<file path="src/rtl/sysclk_pkg.sv">
package sysclk_pkg;
  localparam int unsigned NSRC   = 6;
  localparam int unsigned SRC_W  = 3;
  localparam logic [2:0] SRC_MSI  = 3'd0;
  localparam logic [2:0] SRC_XTAL = 3'd2;

  // shift amount for the core divider: bit 3 clear -> /1, 8..11 -> /2../16, 12..15 -> /64../512
  function automatic logic [3:0] core_shift(input logic [3:0] code);
    if (!code[3])     return 4'd0;
    else if (!code[2]) return {2'b00, code[1:0]} + 4'd1;
    else               return {2'b00, code[1:0]} + 4'd6;
  endfunction

  // shift amount for the peripheral divider: bit 2 clear -> /1, 4..7 -> /2../16
  function automatic logic [3:0] per_shift(input logic [2:0] code);
    if (!code[2]) return 4'd0;
    else          return {2'b00, code[1:0]} + 4'd1;
  endfunction
endpackage

</file>
<file path="src/rtl/sysclk_src_switch.sv">
module sysclk_src_switch
  import sysclk_pkg::*;
#(
  parameter int unsigned RDY_CYC = 4
) (
  input  logic             clk,
  input  logic             rst_n,
  input  logic [NSRC-1:0]  src_rdy,
  input  logic             lp_exit,
  input  logic             xtal_fail,
  input  logic             mon_en,
  input  logic             src_we,
  input  logic [SRC_W-1:0] src_wdata,
  input  logic             wk_we,
  input  logic             wk_wdata,
  output logic [SRC_W-1:0] sel,
  output logic [SRC_W-1:0] act,
  output logic             wk
);
  localparam int unsigned RC_W = $clog2(RDY_CYC) + 1;

  logic [SRC_W-1:0] sel_d, act_d;
  logic [RC_W-1:0]  rcnt, rcnt_d;
  logic             wk_d;
  logic             force_msi, wk_lock, tgt_rdy;

  always_comb begin
    force_msi = lp_exit || (xtal_fail && (sel == SRC_XTAL));
    wk_lock   = mon_en && ((sel == SRC_XTAL) || (act == SRC_XTAL));
    tgt_rdy   = src_rdy[sel];

    sel_d = sel;
    if (force_msi)                             sel_d = SRC_MSI;
    else if (src_we && (src_wdata < SRC_W'(NSRC))) sel_d = src_wdata;

    act_d  = act;
    rcnt_d = rcnt;
    if ((sel_d != sel) || (sel == act) || !tgt_rdy) begin
      rcnt_d = '0;
    end else if (rcnt == RC_W'(RDY_CYC - 1)) begin
      rcnt_d = '0;
      act_d  = sel;
    end else begin
      rcnt_d = rcnt + RC_W'(1);
    end

    wk_d = wk;
    if (wk_we && !wk_lock) wk_d = wk_wdata;
  end

  always_ff @(posedge clk or negedge rst_n) begin
    if (!rst_n) begin
      sel  <= SRC_MSI;
      act  <= SRC_MSI;
      rcnt <= '0;
      wk   <= 1'b0;
    end else begin
      sel  <= sel_d;
      act  <= act_d;
      rcnt <= rcnt_d;
      wk   <= wk_d;
    end
  end

  p_sel_legal_r2: assert property (@(posedge clk) disable iff (!rst_n)
    sel < SRC_W'(NSRC));
  p_act_from_sel_r3: assert property (@(posedge clk) disable iff (!rst_n)
    (act != $past(act)) |-> (act == $past(sel)));
  p_wake_forces_msi_r5: assert property (@(posedge clk) disable iff (!rst_n)
    $past(lp_exit) |-> (sel == SRC_MSI));
  p_fail_forces_msi_r6: assert property (@(posedge clk) disable iff (!rst_n)
    $past(xtal_fail && (sel == SRC_XTAL)) |-> (sel == SRC_MSI));
  p_wk_locked_r10: assert property (@(posedge clk) disable iff (!rst_n)
    $past(mon_en && ((sel == SRC_XTAL) || (act == SRC_XTAL))) |-> $stable(wk));
endmodule

</file>
<file path="src/rtl/sysclk_div_stage.sv">
module sysclk_div_stage
  import sysclk_pkg::*;
#(
  parameter int unsigned CODE_W = 4,
  parameter int unsigned MAX_SH = 9,
  parameter bit          IS_CORE = 1'b1
) (
  input  logic              clk,
  input  logic              rst_n,
  input  logic              in_en,
  input  logic              wr_en,
  input  logic [CODE_W-1:0] wr_code,
  output logic              out_en,
  output logic [CODE_W-1:0] applied
);
  localparam int unsigned CNT_W = (MAX_SH > 0) ? MAX_SH : 1;

  logic [CODE_W-1:0] pend, pend_d, app_d;
  logic [CNT_W-1:0]  cnt, cnt_d, lim;
  logic [3:0]        sh;
  logic              hit;

  generate
    if (IS_CORE) begin : g_core
      always_comb sh = core_shift(4'(applied));
    end else begin : g_per
      always_comb sh = per_shift(3'(applied));
    end
  endgenerate

  always_comb begin
    lim    = CNT_W'((32'd1 << sh) - 32'd1);
    hit    = in_en && (cnt == lim);
    out_en = hit;
    pend_d = wr_en ? wr_code : pend;
    app_d  = hit ? pend : applied;
    if (hit)        cnt_d = '0;
    else if (in_en) cnt_d = cnt + CNT_W'(1);
    else            cnt_d = cnt;
  end

  always_ff @(posedge clk or negedge rst_n) begin
    if (!rst_n) begin
      pend    <= '0;
      applied <= '0;
      cnt     <= '0;
    end else begin
      pend    <= pend_d;
      applied <= app_d;
      cnt     <= cnt_d;
    end
  end

  p_apply_at_boundary_r9: assert property (@(posedge clk) disable iff (!rst_n)
    (applied != $past(applied)) |-> $past(out_en));
  p_cnt_in_range_r7: assert property (@(posedge clk) disable iff (!rst_n)
    cnt <= lim);
endmodule

</file>
<file path="src/rtl/sysclk_ctrl.sv">
module sysclk_ctrl
  import sysclk_pkg::*;
#(
  parameter int unsigned RDY_CYC = 4
) (
  input  logic       clk,
  input  logic       rst_n,
  input  logic [5:0] src_tick,
  input  logic [5:0] src_rdy,
  input  logic       lp_exit,
  input  logic       xtal_fail,
  input  logic       mon_en,
  input  logic       src_we,
  input  logic [2:0] src_wdata,
  input  logic       core_we,
  input  logic [3:0] core_wdata,
  input  logic       per_we,
  input  logic [2:0] per_wdata,
  input  logic       wk_we,
  input  logic       wk_wdata,
  output logic [2:0] src_sel,
  output logic [2:0] src_act,
  output logic [3:0] core_div,
  output logic [2:0] per_div,
  output logic       wk_sel,
  output logic       sys_en,
  output logic       core_en,
  output logic       per_en
);
  logic [1:0] rst_sync;
  logic       rst_n_s;

  always_ff @(posedge clk or negedge rst_n) begin
    if (!rst_n) rst_sync <= 2'b00;
    else        rst_sync <= {rst_sync[0], 1'b1};
  end
  assign rst_n_s = rst_sync[1];

  sysclk_src_switch #(.RDY_CYC(RDY_CYC)) u_sw (
    .clk(clk), .rst_n(rst_n_s), .src_rdy(src_rdy), .lp_exit(lp_exit),
    .xtal_fail(xtal_fail), .mon_en(mon_en), .src_we(src_we),
    .src_wdata(src_wdata), .wk_we(wk_we), .wk_wdata(wk_wdata),
    .sel(src_sel), .act(src_act), .wk(wk_sel)
  );

  assign sys_en = src_tick[src_act];

  sysclk_div_stage #(.CODE_W(4), .MAX_SH(9), .IS_CORE(1'b1)) u_core_div (
    .clk(clk), .rst_n(rst_n_s), .in_en(sys_en), .wr_en(core_we),
    .wr_code(core_wdata), .out_en(core_en), .applied(core_div)
  );

  sysclk_div_stage #(.CODE_W(3), .MAX_SH(4), .IS_CORE(1'b0)) u_per_div (
    .clk(clk), .rst_n(rst_n_s), .in_en(core_en), .wr_en(per_we),
    .wr_code(per_wdata), .out_en(per_en), .applied(per_div)
  );

  p_sys_follows_act_r4: assert property (@(posedge clk) disable iff (!rst_n_s)
    core_en |-> sys_en);
  p_per_needs_core_r8: assert property (@(posedge clk) disable iff (!rst_n_s)
    per_en |-> core_en);
endmodule

</file>
<file path="config.mk">
export PLATFORM = sky130hd
export DESIGN_NAME = sysclk_ctrl
export DESIGN_NICKNAME = d
export VERILOG_FILES = /design/src/rtl/sysclk_pkg.sv /design/src/rtl/sysclk_src_switch.sv /design/src/rtl/sysclk_div_stage.sv /design/src/rtl/sysclk_ctrl.sv
export SDC_FILE = /design/constraint.sdc
export NUM_CORES = 1
export LEC_CHECK = 0
export BUFFER_PORTS_ARGS = -buffer_cell sky130_fd_sc_hd__buf_2
export CAP_MARGIN = 20
export CELL_PAD_IN_SITES_DETAIL_PLACEMENT = 1
export CELL_PAD_IN_SITES_GLOBAL_PLACEMENT = 1
export CORE_ASPECT_RATIO = 1.5
export CORE_MARGIN = 2
export CORE_UTILIZATION = 39
export CTS_CLUSTER_SIZE = 40
export DETAILED_ROUTE_END_ITERATION = 8
export GPL_ROUTABILITY_DRIVEN = 0
export PLACE_DENSITY = 0.81
export SLEW_MARGIN = 20
export SYNTH_ARGS = -nofsm -noshare
export SYNTH_HDL_FRONTEND = slang
export SYNTH_SLANG_ARGS = --single-unit
</file>
<file path="constraint.sdc">
create_clock -name clk -period 2.9 [get_ports clk]
set_input_delay 0.145 -clock clk [delete_from_list [all_inputs] [get_ports clk]]
set_output_delay 0.145 -clock clk [all_outputs]
set_load 0.01 [all_outputs]
</file>
==> impl_metrics.tcl, run 1 <==
set metrics [dict create \
    synthTopCellsByArea "dfrtp_1 40%, mux2_2 5.0%, xnor2_1 4.6%" \
    ant_nets 0 \
    layout_common_cells "48 x buf_2, 37 x dfrtp_1, 18 x buf_4, 13 x xnor2_1, 11 x mux2_2" \
    synth_nets 265 \
    fmax_ghz 0.308 \
    setup_slack_ns -0.351 \
    arrival_ns 3.43 \
    ys_async_sr_fraction 1.00 \
    drv_slew 0 \
    cts_tree "built" \
    synth_area_per_cell_um2 10.9 \
    status "finished with violations" \
    irDropWorstVdd_uv 404 \
    path_clk_slew_ns 0.08 \
    die_h_um 101 \
    critPathTopFamily "simple AND/OR/NAND/NOR gates" \
    crit_top_cell "buf_6" \
    p_leak_uw 0.00140 \
    syn2layout_area_growth_pct 29.8 \
    p_per_area_nw_per_um2 859 \
    post-route-period-util 1.12 \
    drive_gt1_frac 0.431 \
    rows 35 \
    critPathMaxFanout 3 \
    cts_buffer_depth 2 \
    pin_count 49 \
    grt_overflow 0 \
    max-slew-margin-rel 0.379 \
    synth.distinct_cells 59 \
    post-route-min-period_ns 3.25 \
    power_uw 2750 \
    hpwl_um 4890 \
    synth_seq_cells 39 \
    hold_viol 0 \
    fin_skew_ns 0.00595 \
    drv_cap 0 \
    clkSinkCount 39 \
    tightest_slew_ns 0.914 \
    mostFrequentLayoutCell "buf_2" \
    routedWlPerCell_um 19.1 \
    worst-path-buf-inv 2 \
    yosysSeqAreaShare 0.396 \
    insertion_delay_ns 0.30 \
    critPathLaunchType "register" \
    synth_edf_count 0 \
    die_x_um 68.9 \
    cts-htree-levels 2 \
    port_buffers 48 \
    grt_max_degree 29 \
    dr.pass1.iters 4 \
    antenna_found_initial 0 \
    crit_path_cell_trace "or2b_1 > or4_4 > ha_4 > nor2b_4 > mux2i_2 > a21oi_1 > or4b_4 > buf_6 > nor3_4 > buf_6 > mux2_4" \
    synth_top_area_frac 0.396 \
    crit_slowest_cell "or4b_4" \
    violations "negative setup slack" \
    grt_pass1_vias 2303 \
    num_antenna_cells 0 \
    die-area_um2 6980 \
    drt_iter0_markers 73 \
    whs_ns 0.0755 \
    path_class "register to register" \
    hold_class "primary input to register" \
    core-area_um2 6130 \
    vias 2112 \
    crit_path_end_kind "register" \
    nNetsFinal 337 \
    drc 0 \
    track_usage 0.220 \
    wirelength_um 7120 \
    ys_warn_count 0 \
    synthCells 226 \
    critPathRequiredTime_ns 3.08 \
    final_cells 373 \
    cts_buffers 5 \
    yosysTopAreaCell "dfrtp_1" \
    start_util 0.402 \
    dp_cells 357 \
    finalSetupViolations 22 \
    synth_ff_type "dfrtp_1" \
    vias_per_cell 5.66 \
    grt_pass1_wl_um 11300 \
    fin_util 0.521 \
    netlist_area_um2 2460 \
    cts_root_buf "clkbuf_8" \
    max_stage_delay_ns 0.56 \
    rsz0062_at_grt "true" \
]
[layer usage]
| metal | vias up | GRT usage | part of all wire |
|---|---|---|---|
| met5 | - | 0 | 0 |
| li1 | 969 | - | - |
| met3 | 21 | 0.0422 | 0.039 |
| met1 | 1057 | 0.240 | 0.37 |
| met2 | 65 | 0.401 | 0.55 |
| met4 | 0 | 0.0935 | 0.041 |
[state kept, by name, indices dropped and copies added (netlist names)]
signal,flops
u_core_div.cnt,9
u_core_div.applied,4
u_core_div.pend,4
u_per_div.cnt,4
u_per_div.applied,3
u_per_div.pend,3
u_sw.act,3
u_sw.rcnt,3
u_sw.sel,3
rst_sync,2
u_sw.wk,1
[kinds of logic (layout without fill, tap and decap cells)]
| kind of cell | count (synthesis) | count (layout) | synth area share |
|---|---|---|---|
| simple gates | 81 | 81 | 0.212 |
| flops | 39 | 39 | 0.396 |
| compound gates | 35 | 35 | 0.108 |
| mux | 29 | 29 | 0.140 |
| xor+xnor | 18 | 18 | 0.0640 |
| buf+inv | 16 | 89 | 0.0432 |
| fa+ha+maj | 7 | 7 | 0.0356 |
| other cells | 1 | 1 | 0.00152 |
[report_power, final]
part | total [uW] | internal (uW) | switching (uW) | leakage (uW)
combinational | 1510 | 747 | 765 | 0.000851
clock | 465 | 256 | 209 | 0.0000581
sequential | 769 | 640 | 130 | 0.000494
[repair_timing]
action                     CTS  global route
gates resized for setup      8            25
pin swaps                    4             7
setup endpoints to repair   21            22
buffers inserted             7             1
hold endpoints to repair     2             0
hold buffers                 1             0
[synthesized netlist by cell type (2+ instances only)]
master    instances
xor2_1            5
mux4_2            2
nand3_1           9
and2_1            2
nand2_1           8
mux2_1            9
o31ai_1           5
buf_6             6
inv_1             9
mux2i_1           6
or3_1             2
a211o_1           2
a21boi_0          2
nor3b_1           5
o21ai_0           5
a311oi_1          2
a21oi_1           4
ha_1              7
dfrtp_1          39
nor2b_1           6
xnor2_1          13
nor3_1            5
nor4bb_1          2
mux2_2           11
nor2_1           15
nand4b_1          2
o21a_1            3
nand2b_1          7
nand4_1           3
[stage by stage]
step                TNS (ns)  instance area, um^2  setup slack (ns)
finish                 -5.41                 3200            -0.351
global route           -7.65                 3200            -0.432
CTS                    -4.64                 3100            -0.287
global placement       -1.88                 2890            -0.145
detailed placement     -3.52                 2890            -0.245
floorplan              -4.76                 2510            -0.429
[final timing paths]
path / startpoint / to / slack [ns] / cells past startpoint
worst min register to register: rst_sync[1] / u_per_div.pend[0] / 0.17 / 0
worst max-delay path: u_core_div.applied[2] / u_core_div.applied[3] / -0.35 / 11
worst max register to register: u_core_div.applied[2] / u_core_div.applied[3] / -0.35 / 11
min in group asynchronous: rst_n / rst_sync[0] / 0.16 / 2
max in group asynchronous: rst_sync[1] / u_core_div.applied[0] / 1.99 / 1
worst min-delay path: per_wdata[2] / u_per_div.pend[2] / 0.08 / 2
[cell type report]
cell class / instances / area, um^2
timing repair buffer: 72 / 450
fill: 708 / 2940
sequential: 39 / 978
clock buffer: 5 / 68.8
inverter: 9 / 33.8
tap: 74 / 92.6
multi-input combinational: 171 / 1530
clock inverter: 3 / 43.8
Power figures use the tool's default switching activity.
==> run 2, diff against run 1 <==
- ABC_AREA: not set -> 1
- CELL_PAD_IN_SITES_DETAIL_PLACEMENT: 1 -> 0
- CELL_PAD_IN_SITES_GLOBAL_PLACEMENT: 1 -> 2
- CORE_UTILIZATION: 39 -> 28
==> run 2 against run 1 <==
  * The flow now finishes without violations
  * Sequential share of layout area grew 0.25 points
  * Area after synthesis is 1.1% higher
  * Final cell count up 38%
  * Maximum frequency increased by 19%
  * Register-to-register slack improved by 0.65 ns
  * Total power fell by 44%
  * Die area grew 39%
  * Sequential power decreased by 14%
  * Global-route usage is 7.8 points lower
  * Highest routed layer unchanged
==> impl_metrics.tcl, run 2 <==
set metrics [dict create \
    wirelength_um 6380 \
    yosysTopAreaCell "dfrtp_1" \
    grt_overflow 0 \
    yosysMostFrequentCell "nand2_1" \
    p_sw_uw 423 \
    p_comb_frac 0.163 \
    largest_reg_flops 9 \
    p_leak_uw 0.00168 \
    ys_warn_count 0 \
    final_cells 516 \
    vias 2358 \
    p_per_area_nw_per_um2 484 \
    arrival_ns 2.58 \
    rows 42 \
    clkSinkCount 39 \
    ys_async_sr_fraction 1.00 \
    pin_count 49 \
    synthTopCellsByArea "dfrtp_1 39%, nand2_1 13%, inv_1 7.8%" \
    fmax_ghz 0.366 \
    hold_class "primary input to register" \
    fill_cells 963 \
    swShare 0.276 \
    dr.pass1.iters 4 \
    finalSetupViolations 0 \
    syn2layout_area_growth_pct 27.4 \
    cp-startpoint "u_core_div.applied[2]" \
    intPower_uw 1110 \
    irDropWorstVdd_uv 297 \
    rsz0062_at_grt "false" \
    path_clk_slew_ns 0.06 \
    synth_commonest_cells "85 x nand2_1, 52 x inv_1, 39 x dfrtp_1" \
    routedWlPerCell_um 12.4 \
    drt_iter0_markers 67 \
    cts-htree-levels 2 \
    status "finished, final reports clean" \
    core-area_um2 8720 \
    nNetsFinal 444 \
    yosysSeqAreaShare 0.392 \
    cts_buffer_depth 2 \
    crit_path_end_kind "primary output" \
    fin_skew_ns 0.00318 \
    synth_area_per_cell_um2 7.28 \
    grt_max_degree 38 \
    vias_per_cell 4.57 \
    worstHoldStart "wk_we" \
    hpwl_um 5150 \
    synth_ff_type "dfrtp_1" \
    path_class "register to primary output" \
    synth_edf_count 0 \
    cts_buffers 5 \
    multi_input_area_um2 1360 \
    ant_nets 0 \
    r2r_slack_ns 0.30 \
    drv_slew 0 \
    clock_power_share 0.408 \
    post-route-period-util 0.941 \
    hold_viol 0 \
    drc 0 \
    critPathRequiredTime_ns 2.76 \
    grt_pass1_vias 2332 \
    grt_pass1_wl_um 10600 \
    seq_area_um2 978 \
    layout_common_cells "83 x nand2_1, 51 x inv_1, 48 x buf_2, 37 x dfrtp_1, 32 x nor2_1" \
    mostFrequentLayoutCell "nand2_1" \
    synth_seq_cells 39 \
    cts_root_buf "clkbuf_16" \
    die_x_um 81.0 \
    sequentialPowerShare 0.429 \
    drv_cap 0 \
    regMostFlops "u_core_div.cnt" \
    track_usage 0.142 \
    synth_top_area_frac 0.392 \
    fin_util 0.363 \
    insertion_delay_ns 0.28 \
    netlist_area_um2 2490 \
    dp_worst_setup_slack_ns 0.141 \
    drive_gt1_frac 0.239 \
    critPathLaunchType "register" \
    num_antenna_cells 0 \
    r2r-start "u_core_div.applied[2]" \
    setup_slack_ns 0.171 \
    die_h_um 119 \
    synthCells 342 \
    antenna_found_initial 0 \
    synth.distinct_cells 29 \
    port_buffers 48 \
    synth_nets 381 \
    post-route-min-period_ns 2.73 \
    tns_ns 0 \
    start_util 0.285 \
    die-area_um2 9670 \
    dp_cells 500 \
    cts_tree "built" \
    critPathMaxFanout 6 \
]
run 2: cell count changes in the layout (fill, tap and decap cells not counted), sizes merged, moves of 6 or more:
cell / before / now
nor2: 15 / 35
nand4: 3 / 16
inv: 9 / 54
nand3: 9 / 33
o21ai: 5 / 19
mux2i: 7 / 0
xnor2: 13 / 5
mux2: 20 / 7
nand2b: 7 / 0
a21oi: 4 / 13
nand2: 8 / 91
nor2b: 6 / 0
buf: 71 / 58
run 2: critical path, stage by stage, from the launching register on:
cell and delay [ns]:
dfrtp_2 0.44, inv_2 0.12, nand2_1 0.07, nand2_1 0.11
nand2_2 0.10, inv_1 0.09, nand3_2 0.09, ha_4 0.28
xor2_2 0.14, nand4_1 0.11, nor2_1 0.12, nand3b_1 0.12
nor2_4 0.20, nand3_2 0.12, inv_1 0.07, buf_2 0.12
run 2: kinds of logic (layout without fill, tap and decap cells):
| logic type | after synthesis | after routing | share of synthesized area |
|---|---|---|---|
| AOI/OAI and AO/OA | 35 | 35 | 0.0739 |
| xor gates and xnor gates | 11 | 11 | 0.0387 |
| adders and majority gates | 7 | 7 | 0.0352 |
| buffers and inverters | 57 | 121 | 0.0900 |
| DFF | 39 | 39 | 0.392 |
| muxes | 7 | 7 | 0.0317 |
| other | 1 | 1 | 0.00151 |
| and+or+nand+nor | 185 | 185 | 0.337 |
run 2: layout make-up:
cell class	count	area share
clock inverter	3	0.0138
clock buffer	5	0.0395
sequential	39	0.309
multi-input combinational	246	0.428
inverter	54	0.0640
timing repair buffer	59	0.103
tap	110	0.0434
run 2: worst paths after layout:
path                                         end  cells past startpoint
setup / recovery                          per_en                     15
setup reg to reg            u_per_div.applied[2]                     18
max in group asynchronous  u_core_div.applied[2]                      1
min in group asynchronous            rst_sync[1]                      2
hold / removal                           u_sw.wk                      2
hold reg to reg               u_core_div.pend[0]                      1
run 2: repair_timing:
| action | in CTS | in global routing |
|---|---|---|
| setup endpoints to repair | 2 | 8 |
| gates resized for setup | 4 | 10 |
| hold endpoints to repair | 2 | 0 |
| hold buffers | 1 | 0 |
| pin swaps | 1 | 5 |
| setup buffers | 3 | 4 |
run 2: power by group through the flow:
stage	clock network, uW	registers [uW]	logic [uW]
finish	626	658	250
global route	674	666	289
CTS	647	656	253
detailed placement	0	666	251
global placement	0	666	249
floorplan	0	654	172
run 2: through the flow:
stage	power [uW]	hold slack [ns]	cell area [um^2]
floorplan	826	-0.151	2490
CTS	1560	0.0461	3090
global route	1630	0.0557	3170
detailed placement	916	-0.0687	2870
global placement	915	-0.0706	2870
finish	1530	0.0493	3170
run 2: per-layer routing:
metal / wire length [um] / global-route usage / part of all wire
met5: 0 / 0 / 0
met4: 167 / 0.0530 / 0.026
met1: 2440 / 0.152 / 0.38
met2: 3600 / 0.268 / 0.56
met3: 167 / 0.0250 / 0.026
==> run 3, diff against run 2 <==
--- a/config.mk
+++ b/config.mk
@@ -13,9 +13,10 @@
 export CORE_ASPECT_RATIO = 1.5
 export CORE_MARGIN = 2
-export CORE_UTILIZATION = 28
+export CORE_UTILIZATION = 29
+export CTS_BUF_LIST = sky130_fd_sc_hd__clkbuf_4
 export CTS_CLUSTER_SIZE = 40
 export DETAILED_ROUTE_END_ITERATION = 8
 export GPL_ROUTABILITY_DRIVEN = 0
-export PLACE_DENSITY = 0.81
+export PLACE_DENSITY = 0.84
 export SLEW_MARGIN = 20
 export SYNTH_ARGS = -nofsm -noshare
==> constraint.sdc (replaced) <==
create_clock -name clk -period 2.9 [get_ports clk]
set_input_delay 0.145 -clock clk [delete_from_list [all_inputs] [get_ports clk]]
set_output_delay 0.145 -clock clk [all_outputs]
set_load 0.005 [all_outputs]
==> run 3 against run 2 <==
  * Non-clock buffer count increased by 15
  * Routed wire length increased by 4.2%
  * Worst hold slack got worse by 0.0088 ns
  * Global-route usage increased by 0.85 points
  * Sequential power about the same
  * Maximum frequency decreased by 0.73%
  * Clock power decreased by 40%
  * Via count increased by 5.6%
  * Register-to-register slack got worse by 0.03 ns
  * Count of clock-buffer cells in the layout unchanged
  * Worst setup slack got worse by 0.020 ns
  * Clock skew increased by 0.0096 ns
==> impl_metrics.tcl, run 3 (same netlist as run 2, synthesis figures left out) <==
set metrics [dict create \
    status "finished, final reports clean" \
    min_path_cells 2 \
    ant_nets 0 \
    cts_buffers 5 \
    finalSetupViolations 0 \
    die_x_um 79.6 \
    r2r_slack_ns 0.27 \
    drive_gt1_frac 0.259 \
    port_buffers 48 \
    critPathLaunchType "register" \
    fmax_ghz 0.364 \
    regMostFlops "u_core_div.cnt" \
    clkSinkCount 39 \
    r2r-start "u_core_div.applied[0]" \
    hold_viol 0 \
    die_h_um 117 \
    r2r_cells 15 \
    pin_count 49 \
    seq_area_um2 977 \
    syn2layout_area_growth_pct 31.4 \
    irDropWorstVdd_uv 278 \
    nNetsFinal 459 \
    hold_class "primary input to register" \
    worstHoldStart "core_we" \
    insertion_delay_ns 0.36 \
    fin_skew_ns 0.0127 \
    cts_root_buf "clkbuf_4" \
    die-area_um2 9350 \
    crit_path_end_kind "primary output" \
    arrival_ns 2.60 \
    wirelength_um 6650 \
    hpwl_um 5050 \
    r2r-end "u_core_div.cnt[8]" \
    start_util 0.298 \
    path_clk_slew_ns 0.13 \
    setup_slack_ns 0.151 \
    path_class "register to primary output" \
    core-area_um2 8360 \
    drv_cap 0 \
    rsz0062_at_grt "true" \
    grt_max_degree 38 \
    drc 0 \
    grt_pass1_wl_um 11200 \
    mostFrequentLayoutCell "nand2_1" \
    critPathMaxFanout 3 \
    drt_iter0_markers 100 \
    layout_common_cells "81 x nand2_1, 48 x inv_1, 47 x buf_2, 38 x dfrtp_1, 30 x nor2_1" \
    rows 41 \
    vias 2489 \
    critPathRequiredTime_ns 2.76 \
    post-route-min-period_ns 2.75 \
    cts_buffer_depth 2 \
    drv_slew 0 \
    post-route-period-util 0.948 \
    routedWlPerCell_um 12.6 \
    dp_worst_setup_slack_ns 0.0716 \
    num_antenna_cells 0 \
    fill_cells 888 \
    cts_tree "built" \
    cts-htree-levels 2 \
    multi_input_area_um2 1400 \
    vias_per_cell 4.71 \
    holdPathEnd "u_core_div.pend[1]" \
    grt_overflow 0 \
    antenna_found_initial 0 \
    dr.pass1.iters 4 \
    p_leak_uw 0.00172 \
    grt_pass1_vias 2461 \
    track_usage 0.151 \
    largest_reg_flops 9 \
    whs_ns 0.0406 \
    p_per_area_nw_per_um2 397 \
]
[run 3: cell types whose count changed in the layout (fill, tap and decap cells not counted), moves of 3 or more]
| cell | change |
|---|---|
| inv_1 | -3 |
| dlygate4sd3_1 | +9 |
| buf_4 | +5 |
| clkbuf_4 | +5 |
| inv_4 | +3 |
| nand2_4 | +3 |
| clkbuf_16 | -5 |
[run 3: worst max-delay path by stage]
stage               depth (start not counted)  slack (ns)                    end             startpoint
finish                                     14        0.15                 per_en  u_core_div.applied[0]
global route                               14       -0.09                 per_en  u_core_div.applied[0]
CTS                                        14        0.02                 per_en  u_core_div.applied[1]
detailed placement                         15        0.07      u_core_div.cnt[8]  u_core_div.applied[0]
global placement                           15        0.17      u_core_div.cnt[7]  u_core_div.applied[0]
floorplan                                  16        0.44  u_core_div.applied[2]  u_core_div.applied[0]
[run 3: layer usage]
| layer | GRT usage | wire, um | share of wire |
|---|---|---|---|
| met1 | 0.167 | 2730 | 0.41 |
| met2 | 0.265 | 3440 | 0.52 |
| met3 | 0.0284 | 226 | 0.034 |
| met4 | 0.0797 | 250 | 0.038 |
| met5 | 0 | 0 | 0 |
[run 3: cell type report]
| class | instances | area share |
|---|---|---|
| Clock buffer | 5 | 0.0115 |
| Clock inverter | 3 | 0.0134 |
| Inverter | 54 | 0.0643 |
| Multi-Input combinational cell | 246 | 0.427 |
| Sequential cell | 39 | 0.299 |
| Tap cell | 107 | 0.0409 |
| Timing Repair Buffer | 74 | 0.144 |
[run 3: per-stage QoR]
step / std cells / TNS (ns) / cell area, um^2 / utilization / power (uW)
floorplan: 342 / 0 / 2490 / - / 825
CTS: 520 / 0 / 3130 / 0.375 / 1320
global route: 528 / -0.171 / 3270 / 0.391 / 1390
detailed placement: 495 / 0 / 2850 / 0.341 / 916
finish: 528 / 0 / 3270 / 0.391 / 1300
global placement: 495 / 0 / 2850 / 0.341 / 917
[run 3: report_power, final]
part           total, uW  internal, uW  switching, uW  leakage (uW)
clock network        376           181            195     0.0000452
registers            660           593           67.5      0.000478
logic                261           119            142       0.00120
[run 3: worst max-delay path, stage by stage (launching register included)]
cell and delay [ns]:
dfrtp_1 0.45, ha_4 0.27, inv_4 0.06, nand2_4 0.05, nand3_4 0.10, nand3_4 0.10
ha_4 0.28, xor2_2 0.14, nand4_1 0.12, nor2_2 0.12, nand3b_1 0.12, nor2_4 0.17
nand3_2 0.09, inv_1 0.06, buf_2 0.10
[run 3: what timing repair did]
item                                   4_1_cts  5_1_grt
pin swaps                                    4        9
setup endpoints to repair                    2        8
buffers inserted                             7        8
hold buffers                                10        0
resized for setup                            9       20
gates cloned                                 0        0
endpoints found under the hold margin       10        0
